**src/rtl/aud_fmt_pkg.sv**
```systemverilog
package aud_fmt_pkg;
  localparam int WORD_W     = 20;
  localparam int SHORT_W    = 16;
  localparam int HALF_SLOTS = 32;

  // Bit carried by half-frame slot s for a given word and framing.
  function automatic logic slot_bit(input logic [WORD_W-1:0] w,
                                    input logic long_fmt,
                                    input int s);
    logic [WORD_W-1:0] t;
    t = '0;
    if (long_fmt) begin
      if (s >= HALF_SLOTS - WORD_W) t = w >> (s - (HALF_SLOTS - WORD_W));
    end else if (s < SHORT_W) begin
      t = w >> (WORD_W - 1 - s);
    end
    return t[0];
  endfunction
endpackage

```
**src/rtl/aud_timebase.sv**
```systemverilog
module aud_timebase #(
  parameter int MCLK_PER_BIT   = 12,
  parameter int BITS_PER_FRAME = 64
) (
  input  logic clk,
  input  logic rst_n,
  input  logic halt,
  output logic run,
  output logic [$clog2(BITS_PER_FRAME)-2:0] half_slot,
  output logic bclk,
  output logic lrck,
  output logic clk384,
  output logic clk256,
  output logic load_left,
  output logic load_right
);
  localparam int SUB_W   = $clog2(MCLK_PER_BIT);
  localparam int SLOT_W  = $clog2(BITS_PER_FRAME);
  localparam int HALF    = BITS_PER_FRAME / 2;
  localparam int BCLK_HI = MCLK_PER_BIT / 2;

  logic [SUB_W-1:0]  sub;
  logic [SLOT_W-1:0] slot;
  logic [SLOT_W-1:0] hs;
  logic [1:0]        m3;
  logic bit_end, frame_end, half_end;

  assign bit_end   = run && (sub == SUB_W'(MCLK_PER_BIT - 1));
  assign frame_end = bit_end && (slot == SLOT_W'(BITS_PER_FRAME - 1));
  assign half_end  = bit_end && (slot == SLOT_W'(HALF - 1));

  always_ff @(posedge clk or negedge rst_n) begin
    if (!rst_n) begin
      run <= 1'b0; sub <= '0; slot <= '0; m3 <= '0;
    end else if (halt) begin
      run <= 1'b0; sub <= '0; slot <= '0; m3 <= '0;
    end else if (!run) begin
      run <= 1'b1;
    end else begin
      if (bit_end) begin
        sub  <= '0;
        slot <= frame_end ? '0 : slot + 1'b1;
      end else begin
        sub <= sub + 1'b1;
      end
      m3 <= (m3 == 2'd2) ? 2'd0 : m3 + 2'd1;
    end
  end

  assign hs         = (slot >= SLOT_W'(HALF)) ? slot - SLOT_W'(HALF) : slot;
  assign half_slot  = hs[SLOT_W-2:0];
  assign bclk       = run && (sub >= SUB_W'(BCLK_HI));
  assign lrck       = run && (slot < SLOT_W'(HALF));
  assign clk384     = run && !sub[0];
  assign clk256     = run && (m3 != 2'd2);
  assign load_left  = halt || !run || frame_end;
  assign load_right = half_end;

  // 384Fs toggles every master cycle while running
  a_r6_clk384_toggle: assert property (@(posedge clk) disable iff (!rst_n)
    (run && $past(run)) |-> (clk384 != $past(clk384)));
  // 256Fs low phase lasts exactly one cycle
  a_r6_clk256_low_one: assert property (@(posedge clk) disable iff (!rst_n)
    (run && !clk256) |=> (clk256 || !run));
  // 256Fs high phase lasts two cycles
  a_r6_clk256_high_two: assert property (@(posedge clk) disable iff (!rst_n)
    (run && $past(run) && $rose(clk256)) |=> (clk256 || !run));
endmodule

```
**src/rtl/aud_sample_hold.sv**
```systemverilog
module aud_sample_hold
  import aud_fmt_pkg::*;
(
  input  logic              clk,
  input  logic              rst_n,
  input  logic              stb,
  input  logic              right,
  input  logic              err,
  input  logic [WORD_W-1:0] data,
  output logic [WORD_W-1:0] hold_l,
  output logic [WORD_W-1:0] hold_r
);
  logic acc_l, acc_r;
  assign acc_l = stb && !err && !right;
  assign acc_r = stb && !err &&  right;

  always_ff @(posedge clk or negedge rst_n) begin
    if (!rst_n) begin
      hold_l <= '0;
      hold_r <= '0;
    end else begin
      if (acc_l) hold_l <= data;
      if (acc_r) hold_r <= data;
    end
  end

  // an errored word leaves both held words as they were
  a_r5_err_keeps_words: assert property (@(posedge clk) disable iff (!rst_n)
    (stb && err) |=> (hold_l == $past(hold_l) && hold_r == $past(hold_r)));
  // a good word only touches its own channel
  a_r5_other_channel: assert property (@(posedge clk) disable iff (!rst_n)
    (stb && !err && right) |=> (hold_l == $past(hold_l)));
endmodule

```
**src/rtl/aud_word_shifter.sv**
```systemverilog
module aud_word_shifter
  import aud_fmt_pkg::*;
#(
  parameter int HS_W = 5
) (
  input  logic              clk,
  input  logic              rst_n,
  input  logic              run,
  input  logic              load_left,
  input  logic              load_right,
  input  logic              fmt_long,
  input  logic [WORD_W-1:0] hold_l,
  input  logic [WORD_W-1:0] hold_r,
  input  logic [HS_W-1:0]   half_slot,
  output logic              sdata
);
  logic [WORD_W-1:0] cur_word;
  logic              cur_fmt;

  always_ff @(posedge clk or negedge rst_n) begin
    if (!rst_n) begin
      cur_word <= '0;
      cur_fmt  <= 1'b0;
    end else if (load_left) begin
      cur_word <= hold_l;
      cur_fmt  <= fmt_long;
    end else if (load_right) begin
      cur_word <= hold_r;
    end
  end

  assign sdata = run && slot_bit(cur_word, cur_fmt, int'(half_slot));

  // the framing changes only at a frame start
  a_r7_fmt_at_frame: assert property (@(posedge clk) disable iff (!rst_n)
    (cur_fmt != $past(cur_fmt)) |-> $past(load_left));
  // the right word comes from the value held before the capture edge
  a_r9_right_capture: assert property (@(posedge clk) disable iff (!rst_n)
    $past(load_right) |-> (cur_word == $past(hold_r)));
endmodule

```
**src/rtl/aud_serial_fmt.sv**
```systemverilog
module aud_serial_fmt
  import aud_fmt_pkg::*;
#(
  parameter int MCLK_PER_BIT   = 12,
  parameter int BITS_PER_FRAME = 64
) (
  input  logic              clk,
  input  logic              rst_n,
  input  logic              halt,
  input  logic              fmt_long,
  input  logic              smp_stb,
  input  logic              smp_right,
  input  logic              smp_err,
  input  logic [WORD_W-1:0] smp_data,
  output logic              bclk,
  output logic              lrck,
  output logic              sdata,
  output logic              clk384,
  output logic              clk256
);
  localparam int HS_W = $clog2(BITS_PER_FRAME) - 1;

  logic              run, load_left, load_right;
  logic [HS_W-1:0]   half_slot;
  logic [WORD_W-1:0] hold_l, hold_r;

  aud_timebase #(.MCLK_PER_BIT(MCLK_PER_BIT), .BITS_PER_FRAME(BITS_PER_FRAME)) u_tb (
    .clk(clk), .rst_n(rst_n), .halt(halt), .run(run), .half_slot(half_slot),
    .bclk(bclk), .lrck(lrck), .clk384(clk384), .clk256(clk256),
    .load_left(load_left), .load_right(load_right));

  aud_sample_hold u_hold (
    .clk(clk), .rst_n(rst_n), .stb(smp_stb), .right(smp_right), .err(smp_err),
    .data(smp_data), .hold_l(hold_l), .hold_r(hold_r));

  aud_word_shifter #(.HS_W(HS_W)) u_shift (
    .clk(clk), .rst_n(rst_n), .run(run), .load_left(load_left),
    .load_right(load_right), .fmt_long(fmt_long), .hold_l(hold_l),
    .hold_r(hold_r), .half_slot(half_slot), .sdata(sdata));

  // data moves only with a falling bit clock
  a_r3_data_on_fall: assert property (@(posedge clk) disable iff (!rst_n)
    (run && $past(run) && sdata != $past(sdata)) |-> $fell(bclk));
  // the left/right clock moves only with a falling bit clock
  a_r3_lrck_on_fall: assert property (@(posedge clk) disable iff (!rst_n)
    (run && $past(run) && lrck != $past(lrck)) |-> $fell(bclk));
  // halt silences every output
  a_r8_halt_quiet: assert property (@(posedge clk) disable iff (!rst_n)
    halt |=> !(bclk || lrck || sdata || clk384 || clk256));
endmodule

```
**config.mk**
```make
export PLATFORM = sky130hd
export DESIGN_NAME = aud_serial_fmt
export DESIGN_NICKNAME = d
export VERILOG_FILES = /design/src/rtl/aud_fmt_pkg.sv /design/src/rtl/aud_timebase.sv /design/src/rtl/aud_sample_hold.sv /design/src/rtl/aud_word_shifter.sv /design/src/rtl/aud_serial_fmt.sv
export SDC_FILE = /design/constraint.sdc
export NUM_CORES = 1
export LEC_CHECK = 0
export BUFFER_PORTS_ARGS = -buffer_cell sky130_fd_sc_hd__buf_2
export CAP_MARGIN = 15
export CORE_MARGIN = 3
export CORE_UTILIZATION = 30
export CTS_CLUSTER_DIAMETER = 150
export DETAILED_ROUTE_END_ITERATION = 6
export PLACE_DENSITY = 0.58
export REMOVE_ABC_BUFFERS = 1
export SYNTH_ARGS = -nofsm -noshare
export SYNTH_HDL_FRONTEND = slang
export SYNTH_SLANG_ARGS = --single-unit
export TNS_END_PERCENT = 5
```
**constraint.sdc**
```tcl
create_clock -name clk -period 2.6 [get_ports clk]
set_input_delay 0.26 -clock clk [delete_from_list [all_inputs] [get_ports clk]]
set_output_delay 0.26 -clock clk [all_outputs]
set_load 0.005 [all_outputs]
```
# ---- Yosys cells after proc, flatten, opt, wreduce, memory -nomap -nowiden
# Cells that the tools add are included.
dict set report totals {
  regBits 74
  elab_cells 64
  output_inout_bits 5
}
dict set report classes {
  mux 17
  eq_ne 5
  reduce_logical 21
  n_shift 2
  order_cmp 5
  n_addsub 6
}
# operator count
set ops {}
lappend ops {{20-bit by 32-bit >> shifter with 1-bit output} 2}
lappend ops {{20-bit two-way mux} 2}
lappend ops {{6-bit two-way mux} 4}
lappend ops {{4-bit two-way mux} 3}
lappend ops {{1-bit logical AND} 11}
lappend ops {{6-bit by 1-bit adder with 6-bit output (second input constant)} 1}
lappend ops {{6-bit by 5-bit equality test with 1-bit output (second input constant)} 1}
lappend ops {{6-bit equality test (second input constant)} 1}
lappend ops {{6-bit greater-or-equal comparator (second input constant)} 1}
lappend ops {{6-bit < comparator (second input constant)} 1}
lappend ops {{2-bit two-way mux} 3}
lappend ops {{2-bit nonzero test} 3}
lappend ops {{5-bit by 4-bit subtractor with 6-bit output (second input constant)} 1}
lappend ops {{5-bit by 5-bit subtractor with 6-bit output (first input constant)} 1}
lappend ops {{5-bit by 4-bit greater-or-equal comparator with 1-bit output (second input constant)} 1}
lappend ops {{5-bit < comparator (second input constant)} 1}
lappend ops {{5-bit two-way mux} 1}
lappend ops {{5-bit by 1-bit subtractor with 5-bit output (second input constant)} 1}
lappend ops {{4-bit by 1-bit adder with 4-bit output (second input constant)} 1}
lappend ops {{4-bit equality test (second input constant)} 1}
lappend ops {{4-bit by 3-bit greater-or-equal comparator with 1-bit output (second input constant)} 1}
lappend ops {{1-bit logical NOT} 4}
lappend ops {{1-bit two-way mux} 4}
lappend ops {{2-bit by 1-bit adder with 2-bit output (second input constant)} 1}
lappend ops {{other kinds (4)} 5}

# ---- Depth between registers and ports, before layout
# Gate-level depths: netlist of run 1.
dict set report depth {
  word_depth 7
  mapped_depth 7
  ltp_nobuf 7
}

# ---- By module
# From an unflattened synthesis of run 1, not the netlist that was laid out.
dict set report hier_totals {
  cells_unflattened 307
  hier_area_um2 3733.6
}
# mod area_per_inst_um2 n_inst cells_per_inst
set by_module_without_submodules {}
lappend by_module_without_submodules {aud_sample_hold 1539.0 1 86}
lappend by_module_without_submodules {aud_word_shifter 1430.1 1 138}
lappend by_module_without_submodules {aud_timebase 764.5 1 83}

# ---- Worst setup path after synthesis of run 1
# OpenSTA, ideal clock, no wires.
dict set report synth_path {
  path_type {reg2out}
  start {register u_tb.slot[4]}
  end {output port sdata}
  stages_incl_launch_ff 8
  t_arrival_ns 1.748
  slack_ns 0.592
  t_required_ns 2.340
  path_buffers 1
  cell_sequence {dfrtp_1 -> clkbuf_1 -> inv_1 -> ha_1 -> and3_1 -> a22oi_1 -> o311a_1 -> o221ai_1}
}
dict set report synth_via {
  elab_chain_cells 7
  elab_cells_between_ends 13
}
# item line_no
set synth_lines {}
lappend synth_lines {{start: declaration} aud_timebase.sv:23} ;# logic [SLOT_W-1:0] slot;
lappend synth_lines {{start signal: assignment} aud_timebase.sv:42} ;# slot <= frame_end ? '0 : slot + 1'b1;
lappend synth_lines {{5-bit by 1-bit subtractor with 5-bit output or 6-bit greater-or-equal comparator (tied branches)} aud_timebase.sv:50} ;# assign hs = (slot >= SLOT_W'(HALF)) ? slot - SLOT_W'(HALF) : slot;
lappend synth_lines {{5-bit two-way mux (*)} aud_timebase.sv:50}
lappend synth_lines {{5-bit by 5-bit subtractor with 6-bit output or 5-bit by 4-bit subtractor with 6-bit output (tied branches)} {aud_fmt_pkg.sv:15, aud_fmt_pkg.sv:13}}
lappend synth_lines {{20-bit by 32-bit >> shifter with 1-bit output (on tied branches)} {aud_fmt_pkg.sv:15, aud_fmt_pkg.sv:13}}
lappend synth_lines {{1-bit two-way mux (on tied branches)} {aud_fmt_pkg.sv:14, aud_fmt_pkg.sv:13}}
lappend synth_lines {{1-bit two-way mux (*)} aud_fmt_pkg.sv:12} ;# if (long_fmt) begin
lappend synth_lines {{1-bit logical AND (*)} aud_word_shifter.sv:32} ;# assign sdata = run && slot_bit(cur_word, cur_fmt, int'(half_slot));
lappend synth_lines {{end: declaration} aud_serial_fmt.sv:17} ;# output logic sdata,
# Every way passes the cells marked *; elsewhere a longest branch is shown, timed or not.

# ---- Worst setup path after layout of run 1
dict set report layout_path {
  start {register u_tb.slot[3]}
  end {output port sdata}
}
# Same word-level chain as after synthesis.

==> parameters.txt, run 1 <==
Parameter                              Value

Die
  Number of top-level design ports ... 32
  Die Y ... 116 µm
  Initial cell density of the core ... 31.3%
  Floorplan die area ... 13500 µm²
  Core Footprint ... about 12000 µm²
  Die extent in x ... 116 µm
  Row Count ... 39

Power
  Combinational cell fraction of total power ... about 14%
  Total Power Consumption ... 3.00 mW
  Maximum ir drop on the vdd rail ... 0.276 mV
  Internal Power ... 2.27 mW
  P per Cell Area ... 698 nW/µm²
  Relative contribution of the clock network to total power ... 37.8%
  Switching Power ... 0.721 mW
  Net switching fraction of the power ... about a quarter
  Reg power frac ... 48.6%
  Leakage ... 1.84 nW

Placed design
  Final HPWL DP ... 4880 µm
  Post-placement worst setup slack ... 0.365 ns
  Routability congestion estimate from global placement ... 0.803
  Total placed instance area ... 3990 µm²
  Port Buffer Count ... 31

Synth
  Ys Warns ... 0
  Complex-gate fraction of the synthesized area ... under 10%
  Sequential-to-total area share from yosys stat ... 50.8%
  Main combinational cell family by area after synthesis ... multiplexers
  Xor/xnor cell area share of the yosys netlist ... less than 1%
  Flop and latch count out of synthesis ... 74
  Adder-cell share of the synthesized area ... under 10%
  Number of distinct standard cells referenced by the synthesized netlist ... 38
  Netlist area before placement ... 3650 µm²
  Share of cell area taken by muxes after synthesis ... a little over a quarter
  Post-synthesis cell count ... slightly below 300
  Synth Area in Simple Gates ... under 10%
  Average cell area after synthesis ... 12.4 µm²

Cells and area
  Commonest cells after routing, fill and taps aside ... dfrtp_1, mux2_2, nor2_1, buf_2
  # diodes ... 0
  Most common cell after layout, fill and taps aside ... dfrtp_1
  Final cell area excluding filler cells ... between 4000 and 5000 µm²
  Number of nets at the end of the flow ... approximately 370
  Layout filler cell count ... 1112
  Share of cells above drive strength 1 ... 34.5%
  Area overhead of the layout relative to synthesis ... 17.6%

Global routing
  Global-route congestion overflow total ... 0
  Number of antenna violations at the first check in global routing ... 0
  Overall track demand over capacity in global routing ... 11.2%
  Global-route wire length before repair ... ~12000 µm
  Largest net degree at the start of global routing ... 48
  Via count of the first global-routing pass ... 2424

Detailed routing
  Total wire length ... around 6900 µm
  1st-pass router iterations ... 4
  Post-DR vias/cell ... a little under 5
  DRC ... 0
  First-iteration detailed-routing DRC count ... 55
  Via count ... around 2300
  Average wire per standard cell ... roughly 14 µm
  Antenna Nets Post-Route ... 0

STA
  Final slew viol count ... 0
  Final period util ... 94.9%
  Final sum of negative setup slack ... 0 ns
  Relative slew slack ... 55.0%
  Setup repair after global routing missed its margin ... no
  Final hold vios ... 0
  Setup Viol. Count Final ... 0
  Final worst path period need ... about 2.5 ns
  Transition time at the pin with the least slew margin ... approximately 0.67 ns
  Worst Slack Setup Final ... 0.133 ns
  Peak clock frequency supported by timing ... 0.405 GHz
  Clock tree skew after final layout ... between 0.002 and 0.003 ns

CTS
  Clock tree from TritonCTS ... done
  Insertion delay of the later-clocked pin in the worst-skew pair ... 0.33 ns
  H-tree level count ... 3
  CTS Root Buffer Type ... clkbuf_16
  Clk pin slew, worst setup/hold paths ... 0.05 ns
  Clock Tree Buf Depth ... 2
  Count of clock tree sinks ... 74
  CTS buffer count ... 9

Worst setup path
  Maximum fanout encountered on the critical timing path ... 6
  Delay of the slowest critical-path stage ... 0.44 ns
  End of the worst register-to-register path ... u_shift.cur_fmt
  Slowest stage cell on the critical path ... dfrtp_2
  Ordered cell list for the critical path ... ha_1, inv_1, ha_2, and3_1, a22oi_2, o311a_1, o221ai_1, buf_2
  Dominant delay contributor by cell family on the critical path ... compound AO/OA/AOI/OAI gates
  Required time of the critical path ... roughly 2.3 ns
  Worst reg2reg startpoint ... u_tb.slot[0]
  Worst Path Arrival ... 2.21 ns
  Buf+Inv Stages, Crit Path ... 2
  Endpoint class of the critical path ... output pin
  Cells on worst reg2reg path ... 6
  Kind of start point of the critical path ... register
  Crit Path Class ... reg -> out
  R2R setup slack ... 0.53 ns

Job
  MaxCap Viol Count ... 0

Worst hold path
  Worst min-delay path endpoint ... u_hold.hold_l[14]
  Hold path depth ... 2
  Hold Crit Class ... in -> reg
  Min-Delay Startpoint ... smp_data[14]

Run status
  Status ... completed
## power by group through the flow
stage / Clock [mW] / Sequential, mW / Combinational [mW]
after global placement: 0 / 1.47 / 0.402
after floorplan: 0 / 1.44 / 0.296
after detailed placement: 0 / 1.48 / 0.413
after global routing: 1.21 / 1.48 / 0.458
final: 1.13 / 1.46 / 0.407
after CTS: 1.16 / 1.46 / 0.417
## synthesized netlist by cell type (all sizes together)
library cell	n	area share, %
and3	4	0.69
o311ai	1	0.24
o221ai	2	0.48
o311a	1	0.27
a21boi	2	0.41
mux4	9	5.8
nand4b	1	0.24
nor3	3	0.41
buf	5	1.4
ha	6	2.1
o22ai	1	0.17
nor2	32	3.3
nand3	1	0.14
o21a	2	0.41
and3b	1	0.24
a41oi	1	0.75
xnor2	4	0.96
a311oi	1	0.24
nor3b	2	0.41
nand4	1	0.17
mux2i	25	6.9
nand2	8	0.82
clkbuf	11	1.1
o21ai	4	0.55
nand3b	2	0.41
a22oi	1	0.21
dfrtp	74	51
and2	3	0.58
nand2b	3	0.51
a31o	1	0.24
a21oi	25	3.4
inv	8	0.82
mux2	45	14
and4b	2	0.55
nor2b	3	0.51
## worst max path at each step
stage | from | end | slack, ns | cells after the start
after floorplan | smp_err | u_hold.hold_l[0] | 0.26 | 2
after global placement | u_tb.slot[0] | sdata | 0.41 | 5
after detailed placement | u_tb.slot[2] | sdata | 0.36 | 8
after CTS | u_tb.slot[0] | sdata | 0.01 | 5
after global routing | u_tb.slot[3] | sdata | 0.01 | 8
final | u_tb.slot[3] | sdata | 0.13 | 8
## per-layer routing
layer | vias to the layer above | part of all wire (%) | GRT usage (%)
met2 | 34 | 47 | 17.7
li1 | 1138 | - | -
met3 | 11 | 3.4 | 3.01
met1 | 1159 | 48 | 15.0
met5 | - | 0 | 0
met4 | 0 | 1.6 | 3.94
## sequential cells by signal (all words and copies together), names as in the netlist
| register | cells |
|---|---|
| u_hold.hold_l | 20 |
| u_hold.hold_r | 20 |
| u_shift.cur_fmt | 1 |
| u_shift.cur_word | 20 |
| u_tb.m3 | 2 |
| u_tb.run | 1 |
| u_tb.slot | 6 |
| u_tb.sub | 4 |
## timing repair
| action | CTS | global route |
|---|---|---|
| pin swaps | 0 | 1 |
| gates resized for setup | 1 | 4 |
| hold buffers | 1 | 0 |
| setup buffers | 0 | 1 |
| endpoints found under the setup margin | 1 | 1 |
| hold endpoints to repair | 27 | 0 |
## area by class of cell
type                    count  area [µm²]  share of cell area, %
multi-input cells         197        1690                   39.3
clock buffers              13         260                   6.07
well taps                 143         179                   4.17
flip-flops and latches     74        1860                   43.2
repair buffers             42         265                   6.18
clock inverters             2        12.5                  0.292
inverters                   8        30.0                  0.700
## stage by stage
step                      instances  utilization (%)  hold slack [ns]
after global routing            479             36.8            0.165
final                           479             36.8            0.173
after detailed placement        462             34.2            0.330
after global placement          462             34.2            0.319
after CTS                       478             36.6            0.165
after floorplan                 279                -          -0.0356
## kinds of logic after synthesis
group           count (synthesis)
mux                            79
flops                          74
simple gates                   66
compound gates                 42
buf+inv                        24
fa+ha+maj                       6
xor+xnor                        4
Note: power is estimated with default switching activity, not from simulation.
==> inputs of run 2 (changes only) <==
Settings changed: RECOVER_POWER from default to 100.
==> run 2 against run 1 <==
  * The run now ends with capacitance limit, slew limit left
  * Utilization decreased by 0.41 points
  * Sequential share of layout area increased by 0.48 points
  * Die area unchanged
  * Clock power about the same
  * Final area decreased by 1.1%
  * Critical path depth unchanged
  * Sequential cell count unchanged
  * Total power decreased by 0.23%
  * Largest power group unchanged
  * Highest routed layer unchanged
==> parameters.txt, run 2 (synthesis gave the netlist of run 1 again) <==
Parameter                              Value

Global routing
  Global-route congestion overflow total ... 0 (unchanged)
  Met2 Resource Use GR ... 17.7% (unchanged)
  Overall track demand over capacity in global routing ... 11.2% (unchanged)
  Number of antenna violations at the first check in global routing ... 0 (unchanged)
  Met3 Usage GRT ... 3.01% (unchanged)
  Largest net degree at the start of global routing ... 48 (unchanged)
  Met1 track utilization from global routing ... 15.0% (unchanged)
  Via count of the first global-routing pass ... 2424 (unchanged)
  Global-route wire length before repair ... 11900 µm (unchanged)
  Most used routing layer in global routing ... met2 (unchanged)

Die
  Row Count ... 39 (unchanged)
  Initial cell density of the core ... 31.3% (unchanged)
  Core Footprint ... 11700 µm² (unchanged)
  Number of top-level design ports ... 32 (unchanged)
  Die extent in x ... 116 µm (unchanged)
  Die Y ... 116 µm (unchanged)
  Floorplan die area ... 13500 µm² (unchanged)

Worst setup path
  Kind of start point of the critical path ... register (unchanged)
  Crit Path Class ... reg -> out (unchanged)
  Worst Path Arrival ... 2.21 ns (about the same)
  Endpoint class of the critical path ... output pin (unchanged)
  Required time of the critical path ... 2.34 ns (about the same)
  Maximum fanout encountered on the critical timing path ... 6 (unchanged)

Cells and area
  Area overhead of the layout relative to synthesis ... 16.3% (was 17.6%)
  Leading registers by flop count ... u_hold.hold_l: 20 flops, u_hold.hold_r: 20 flops, u_shift.cur_word: 20 flops (unchanged)
  Most common cell after layout, fill and taps aside ... dfrtp_1 (unchanged)
  Commonest cells after routing, fill and taps aside ... dfrtp_1, mux2_2, nor2_1, a21oi_1, mux2i_1 (was dfrtp_1, mux2_2, nor2_1, buf_2)
  Number of nets at the end of the flow ... 365 (unchanged)
  Fin util ... 36.4% (was 36.8%)
  # diodes ... 0 (unchanged)
  Share of cells above drive strength 1 ... 30.7% (was 34.5%)

STA
  Final sum of negative setup slack ... 0 ns (unchanged)
  Final hold vios ... 0 (unchanged)
  Relative slew slack ... -7.94% (was 55.0%)
  Clock tree skew after final layout ... 0.00320 ns (was 0.00291 ns)
  Final worst path period need ... 2.47 ns (about the same)
  Peak clock frequency supported by timing ... 0.405 GHz (about the same)
  Setup Viol. Count Final ... 0 (unchanged)
  Final period util ... 95.0% (was 94.9%)
  Setup repair after global routing missed its margin ... no (unchanged)
  Final slew viol count ... 28 (was 0)
  Transition time at the pin with the least slew margin ... 1.62 ns (was 0.675 ns)

Power
  P per Cell Area ... 704 nW/µm² (was 698 nW/µm²)
  Combinational cell fraction of total power ... 13.4% (was 13.6%)
  Maximum ir drop on the vdd rail ... 0.276 mV (about the same)
  Net switching fraction of the power ... 24.1% (about the same)
  Leakage ... 1.79 nW (was 1.84 nW)
  Switching Power ... 0.720 mW (was 0.721 mW)
  Relative contribution of the clock network to total power ... 37.9% (was 37.8%)
  Total Power Consumption ... 2.99 mW (was 3.00 mW)
  Reg power frac ... 48.7% (was 48.6%)
  Internal Power ... 2.27 mW (about the same)

Job
  MaxCap Viol Count ... 1 (was 0)

CTS
  CTS buffer count ... 9 (unchanged)
  Clock tree from TritonCTS ... done (unchanged)
  CTS Root Buffer Type ... clkbuf_16 (unchanged)
  Clk pin slew, worst setup/hold paths ... 0.06 ns (was 0.05 ns)
  Insertion delay of the later-clocked pin in the worst-skew pair ... 0.33 ns (about the same)
  Count of clock tree sinks ... 74 (unchanged)
  Clock Tree Buf Depth ... 2 (unchanged)
  H-tree level count ... 3 (unchanged)

Detailed routing
  Post-DR vias/cell ... 4.89 (about the same)
  Average wire per standard cell ... 14.4 µm (about the same)
  DRC ... 0 (unchanged)
  Via count ... 2341 (was 2342)
  Antenna Nets Post-Route ... 0 (unchanged)
  First-iteration detailed-routing DRC count ... 51 (was 55)
  Total wire length ... 6900 µm (was 6920 µm)
  1st-pass router iterations ... 4 (unchanged)

Placed design
  Port Buffer Count ... 31 (unchanged)
  Final HPWL DP ... 4880 µm (unchanged)
  Routability congestion estimate from global placement ... 0.803 (unchanged)

Run status
  Status ... finished with violations (was completed)
  Failing checks ... capacitance limit, slew limit

Worst hold path
  Hold Crit Class ... in -> reg (unchanged)
==> run 2: changes by cell type in the layout (fill, tap and decap cells not counted) <==
| cell | before | now |
|---|---|---|
| and2_0 | 0 | 1 |
| buf_2 | 31 | 24 |
| nor3b_1 | 1 | 2 |
| buf_12 | 2 | 1 |
| buf_4 | 8 | 3 |
| and2_2 | 2 | 1 |
| nor3b_2 | 1 | 0 |
| clkbuf_2 | 0 | 2 |
| clkbuf_1 | 2 | 13 |
==> run 2: layer usage <==
layer,routed length [µm],up-vias
met5,0,-
met4,109,0
met3,246,11
met2,3300,34
met1,3240,1158
li1,-,1138
==> run 2: repair_timing <==
item,CTS,global route
setup endpoints to repair,1,1
cloned,0,0
hold endpoints to repair,27,0
pin swaps,0,1
buffers inserted,0,1
resized for setup,1,4
hold buffers,1,0
==> run 2: path summary, 6_finish.rpt <==
check,slack [ns],cells past startpoint,startpoint,endpoint
max,0.13,8,u_tb.slot[3],sdata
min,0.17,2,smp_data[14],u_hold.hold_l[14]
max reg2reg,0.20,7,u_tb.slot[0],u_shift.cur_word[5]
min reg2reg,0.50,1,u_hold.hold_r[0],u_hold.hold_r[0]
max in group asynchronous,0.65,2,rst_n,u_tb.slot[2]
min in group asynchronous,0.89,2,rst_n,u_tb.sub[3]
==> run 2: cell type report <==
type,instances,area (µm²)
clock buffers,13,260
clock inverters,2,12.5
fillers,1124,7420
inverters,8,30.0
multi-input cells,197,1680
flip-flops and latches,74,1860
well taps,143,179
repair buffers,42,224
==> run 2: power by group through the flow <==
| stage | clock [mW] | combinational (mW) | sequential (mW) |
|---|---|---|---|
| floorplan | 0 | 0.296 | 1.44 |
| global placement | 0 | 0.402 | 1.47 |
| detailed placement | 0 | 0.413 | 1.48 |
| CTS | 1.16 | 0.417 | 1.46 |
| global route | 1.21 | 0.450 | 1.48 |
| finish | 1.13 | 0.401 | 1.46 |
==> run 2: per-stage QoR <==
stage | std cells | hold slack (ns) | cell area [µm²] | setup slack (ns)
6_report | 479 | 0.172 | 4240 | 0.129
5_1_grt | 479 | 0.165 | 4240 | 0.00824
4_1_cts | 478 | 0.165 | 4270 | 0.0115
3_5_place_dp | 462 | 0.330 | 3990 | 0.365
3_3_place_gp | 462 | 0.319 | 3990 | 0.408
2_1_floorplan | 279 | -0.0356 | 3560 | 0.258
==> run 2: worst max-delay path, cell delays in order, from the launching register on <==
cell and delay (ns):
dfrtp_2 0.44, ha_1 0.20, inv_1 0.06, ha_2 0.29
and3_1 0.20, a22oi_2 0.19, o311a_1 0.19, o221ai_1 0.15
buf_2 0.16
==> inputs of run 3 (changes only) <==
Settings changed: PLACE_DENSITY 0.58 to 0.59, SYNTH_HIERARCHICAL from default to 1.
Clock period 2.6 ns to 2.1 ns, I/O delays scaled along.
==> run 3 against run 2 <==
  * The flow finishes with violations (setup timing)
  * Combinational power increased by 19%
  * Hold slack got worse by 0.069 ns
  * Sequential power rose by 24%
  * Synthesized cell count rose by 4.1%
  * Routed wire length increased by 7.5%
  * Worst setup slack got worse by 0.24 ns
  * Final area increased by 5.4%
  * Final cell count increased by 9.6%
  * Non-clock buffer count rose by 12
  * Critical path type unchanged
  * Highest routed layer unchanged
==> parameters.txt, run 3 <==
Parameter                              Value

Run status
  Status ... finished with violations (unchanged)
  Failing checks ... setup timing (was capacitance limit, slew limit)

Power
  Internal Power ... 3.05 mW (was 2.27 mW)
  Reg power frac ... 45.3% (was 48.7%)
  Combinational cell fraction of total power ... 11.9% (was 13.4%)
  Relative contribution of the clock network to total power ... 42.8% (was 37.9%)
  Total Power Consumption ... 3.99 mW (was 2.99 mW)
  Leakage ... 1.85 nW (was 1.79 nW)
  Maximum ir drop on the vdd rail ... 0.373 mV (was 0.276 mV)
  Net switching fraction of the power ... 23.7% (was 24.1%)
  P per Cell Area ... 893 nW/µm² (was 704 nW/µm²)
  Switching Power ... 0.945 mW (was 0.720 mW)

Die
  Die Y ... 118 µm (was 116 µm)
  Row Count ... 40 (was 39)
  Floorplan die area ... 13800 µm² (was 13500 µm²)
  Core Footprint ... 12100 µm² (was 11700 µm²)
  Initial cell density of the core ... 30.8% (was 31.3%)
  Die extent in x ... 118 µm (was 116 µm)
  Number of top-level design ports ... 32 (unchanged)

Worst setup path
  Crit Path Class ... reg -> out (unchanged)
  R2R setup slack ... 0.01 ns (was 0.20 ns)
  End of the worst register-to-register path ... u_shift/cur_word[5] (was u_shift.cur_word[5])
  Cells on worst reg2reg path ... 6 (was 7)
  Kind of start point of the critical path ... register (unchanged)
  Slowest stage cell on the critical path ... dfrtp_1 (was dfrtp_2)
  Worst Path Arrival ... 2.00 ns (was 2.21 ns)
  Required time of the critical path ... 1.89 ns (was 2.34 ns)
  Maximum fanout encountered on the critical timing path ... 5 (was 6)
  Ordered cell list for the critical path ... ha_2, inv_2, ha_4, and3b_1, a22oi_1, a311o_1, o311ai_2, buf_2 (was ha_1, inv_1, ha_2, and3_1, a22oi_2, o311a_1, o221ai_1, buf_2)
  Worst reg2reg startpoint ... u_tb/sub[0] (was u_tb.slot[0])
  Dominant delay contributor by cell family on the critical path ... compound AO/OA/AOI/OAI gates (unchanged)
  Delay of the slowest critical-path stage ... 0.40 ns (was 0.44 ns)
  Buf+Inv Stages, Crit Path ... 2 (unchanged)
  Endpoint class of the critical path ... output pin (unchanged)

STA
  Final period util ... 105%
  Final worst path period need ... 2.21 ns
  Transition time at the pin with the least slew margin ... 1.26 ns (was 1.62 ns)
  Final hold vios ... 0 (unchanged)
  Relative slew slack ... 15.9% (was -7.94%)
  Peak clock frequency supported by timing ... roughly 0.45 GHz
  Worst slack on hold paths ... 0.103 ns (was 0.172 ns)
  Worst Slack Setup Final ... -0.106 ns (was 0.129 ns)
  Setup Viol. Count Final ... 1 (was 0)
  Setup repair after global routing missed its margin ... yes (was no)
  Clock tree skew after final layout ... 0.00660 ns (was 0.00320 ns)
  Final slew viol count ... 0 (was 28)

Global routing
  Overall track demand over capacity in global routing ... 11.4% (was 11.2%)
  Via count of the first global-routing pass ... 2535 (was 2424)
  Global-route congestion overflow total ... 0 (unchanged)
  Number of antenna violations at the first check in global routing ... 0 (unchanged)
  Largest net degree at the start of global routing ... 75 (was 48)
  Global-route wire length before repair ... 12700 µm (was 11900 µm)

Worst hold path
  Hold path depth ... 2 (unchanged)
  Hold Crit Class ... in -> reg (unchanged)
  Min-Delay Startpoint ... smp_data[1] (was smp_data[14])
  Worst min-delay path endpoint ... u_hold/hold_l[1] (was u_hold.hold_l[14])

Detailed routing
  Average wire per standard cell ... 14.1 µm (was 14.4 µm)
  Total wire length ... 7410 µm (was 6900 µm)
  First-iteration detailed-routing DRC count ... 110 (was 51)
  Post-DR vias/cell ... 4.66 (was 4.89)
  Via count ... 2444 (was 2341)
  Antenna Nets Post-Route ... 0 (unchanged)
  DRC ... 0 (unchanged)
  1st-pass router iterations ... 4 (unchanged)

Synth
  Number of enable-type register cells in the synthesized netlist ... 0 (unchanged)
  Number of distinct standard cells referenced by the synthesized netlist ... 45 (was 38)
  Post-synthesis cell count ... 307 (was 295)
  Fraction of post-synthesis cell area in the top cell type by area ... 49.6% (was 50.8%)
  Netlist area before placement ... 3730 µm² (was 3650 µm²)
  Most common cell in the synthesized netlist ... dfrtp_1 (unchanged)
  Sequential-to-total area share from yosys stat ... 49.6% (was 50.8%)
  Ys Warns ... 6 (was 0)
  Largest cells by area after synthesis ... dfrtp_1, mux2_2, mux2i_1 (unchanged)
  Cell taking the most area after synthesis ... dfrtp_1 (unchanged)
  Top flip-flop cell by instance count after synthesis ... dfrtp_1 (unchanged)
  Leading cell types by count after synthesis ... dfrtp_1, mux2_2, nand2_1 (was dfrtp_1, mux2_2, nor2_1)
  Flop and latch count out of synthesis ... 74 (unchanged)
  Average cell area after synthesis ... 12.2 µm² (was 12.4 µm²)
  Async SR Flop Fraction ... 100% (unchanged)

Cells and area
  Final cell count without fillers ... 525 (was 479)
  Area overhead of the layout relative to synthesis ... 19.8% (was 16.3%)
  Share of cells above drive strength 1 ... 35.3% (was 30.7%)
  Most common cell after layout, fill and taps aside ... dfrtp_1 (unchanged)
  Number of nets at the end of the flow ... 385 (was 365)
  Fin util ... 36.9% (was 36.4%)
  # diodes ... 0 (unchanged)
  Leading registers by flop count ... u_hold/hold_l: 20 flops, u_hold/hold_r: 20 flops, u_shift/cur_word: 20 flops (was u_hold.hold_l: 20 flops, u_hold.hold_r: 20 flops, u_shift.cur_word: 20 flops)
  Commonest cells after routing, fill and taps aside ... dfrtp_1, mux2_2, nand2_1, buf_2 (was dfrtp_1, mux2_2, nor2_1, a21oi_1, mux2i_1)

CTS
  Clk pin slew, worst setup/hold paths ... 0.06 ns (about the same)
  Count of clock tree sinks ... 74 (unchanged)
  Clock tree from TritonCTS ... done (unchanged)
  CTS Root Buffer Type ... clkbuf_16 (unchanged)
  Insertion delay of the later-clocked pin in the worst-skew pair ... 0.33 ns (about the same)
  Clock Tree Buf Depth ... 2 (unchanged)
  H-tree level count ... 3 (unchanged)
  CTS buffer count ... 9 (unchanged)

Placed design
  Instance count after placement with tap cells included ... 503 (was 462)
  Routability congestion estimate from global placement ... 0.803 (about the same)
  Final HPWL DP ... 5060 µm (was 4880 µm)
  Port Buffer Count ... 31 (unchanged)

Job
  MaxCap Viol Count ... 0 (was 1)
-- run 3: what timing repair did --
action / in CTS / in global routing
hold buffers: 1 / 0
resized for setup: 4 / 6
setup endpoints to repair: 1 / 7
pin swaps: 1 / 8
endpoints found under the hold margin: 74 / 0
buffers inserted: 0 / 5
-- run 3: metal layers --
| layer | GRT usage (%) | share of wire [%] |
|---|---|---|
| met5 | 0 | 0 |
| met4 | 4.84 | 2.2 |
| met3 | 3.41 | 3.6 |
| met2 | 17.7 | 48 |
| met1 | 14.8 | 47 |
-- run 3: power by group through the flow --
| stage | Combinational, mW | Sequential [mW] | Clock (mW) |
|---|---|---|---|
| global placement | 0.461 | 1.83 | 0 |
| global route | 0.543 | 1.84 | 1.82 |
| floorplan | 0.338 | 1.78 | 0 |
| finish | 0.476 | 1.81 | 1.71 |
| detailed placement | 0.476 | 1.84 | 0 |
| CTS | 0.487 | 1.81 | 1.76 |
-- run 3: metrics by stage --
step                TNS, ns  cell area (µm²)  worst slack [ns]
CTS                  -0.218             4480            -0.218
global route          -2.51             4470            -0.193
finish               -0.106             4470            -0.106
floorplan            -48.04             3570             -2.40
global placement          0             4100             0.179
detailed placement        0             4100             0.135
-- run 3: worst max path at each step --
stage	from	to	slack, ns	cells past startpoint
final	u_tb/slot[3]	sdata	-0.11	8
after floorplan	u_tb/slot[1]	u_shift/cur_word[0]	-2.40	5
after CTS	u_tb/slot[2]	sdata	-0.22	8
after global placement	u_tb/slot[2]	sdata	0.18	8
after detailed placement	u_tb/slot[1]	sdata	0.13	6
after global routing	u_tb/slot[2]	sdata	-0.19	7
-- run 3: cell families after synthesis --
kind of cell | Yosys count | synth area share [%]
AO/OA/AOI/OAI | 45 | 7.00
XOR/XNOR | 3 | 0.704
adder cells (fa/ha/maj) | 6 | 2.01
buffers and inverters | 31 | 5.36
flip-flops | 74 | 49.6
multiplexers | 75 | 24.5
AND/OR/NAND/NOR | 73 | 10.8
-- run 3: final cells by class --
type,count,area (µm²)
fillers,1205,7640
clock buffers,11,253
repair buffers,54,332
flip-flops and latches,74,1850
inverters,11,41.3
well taps,168,210
clock inverters,5,85.1
multi-input cells,202,1700
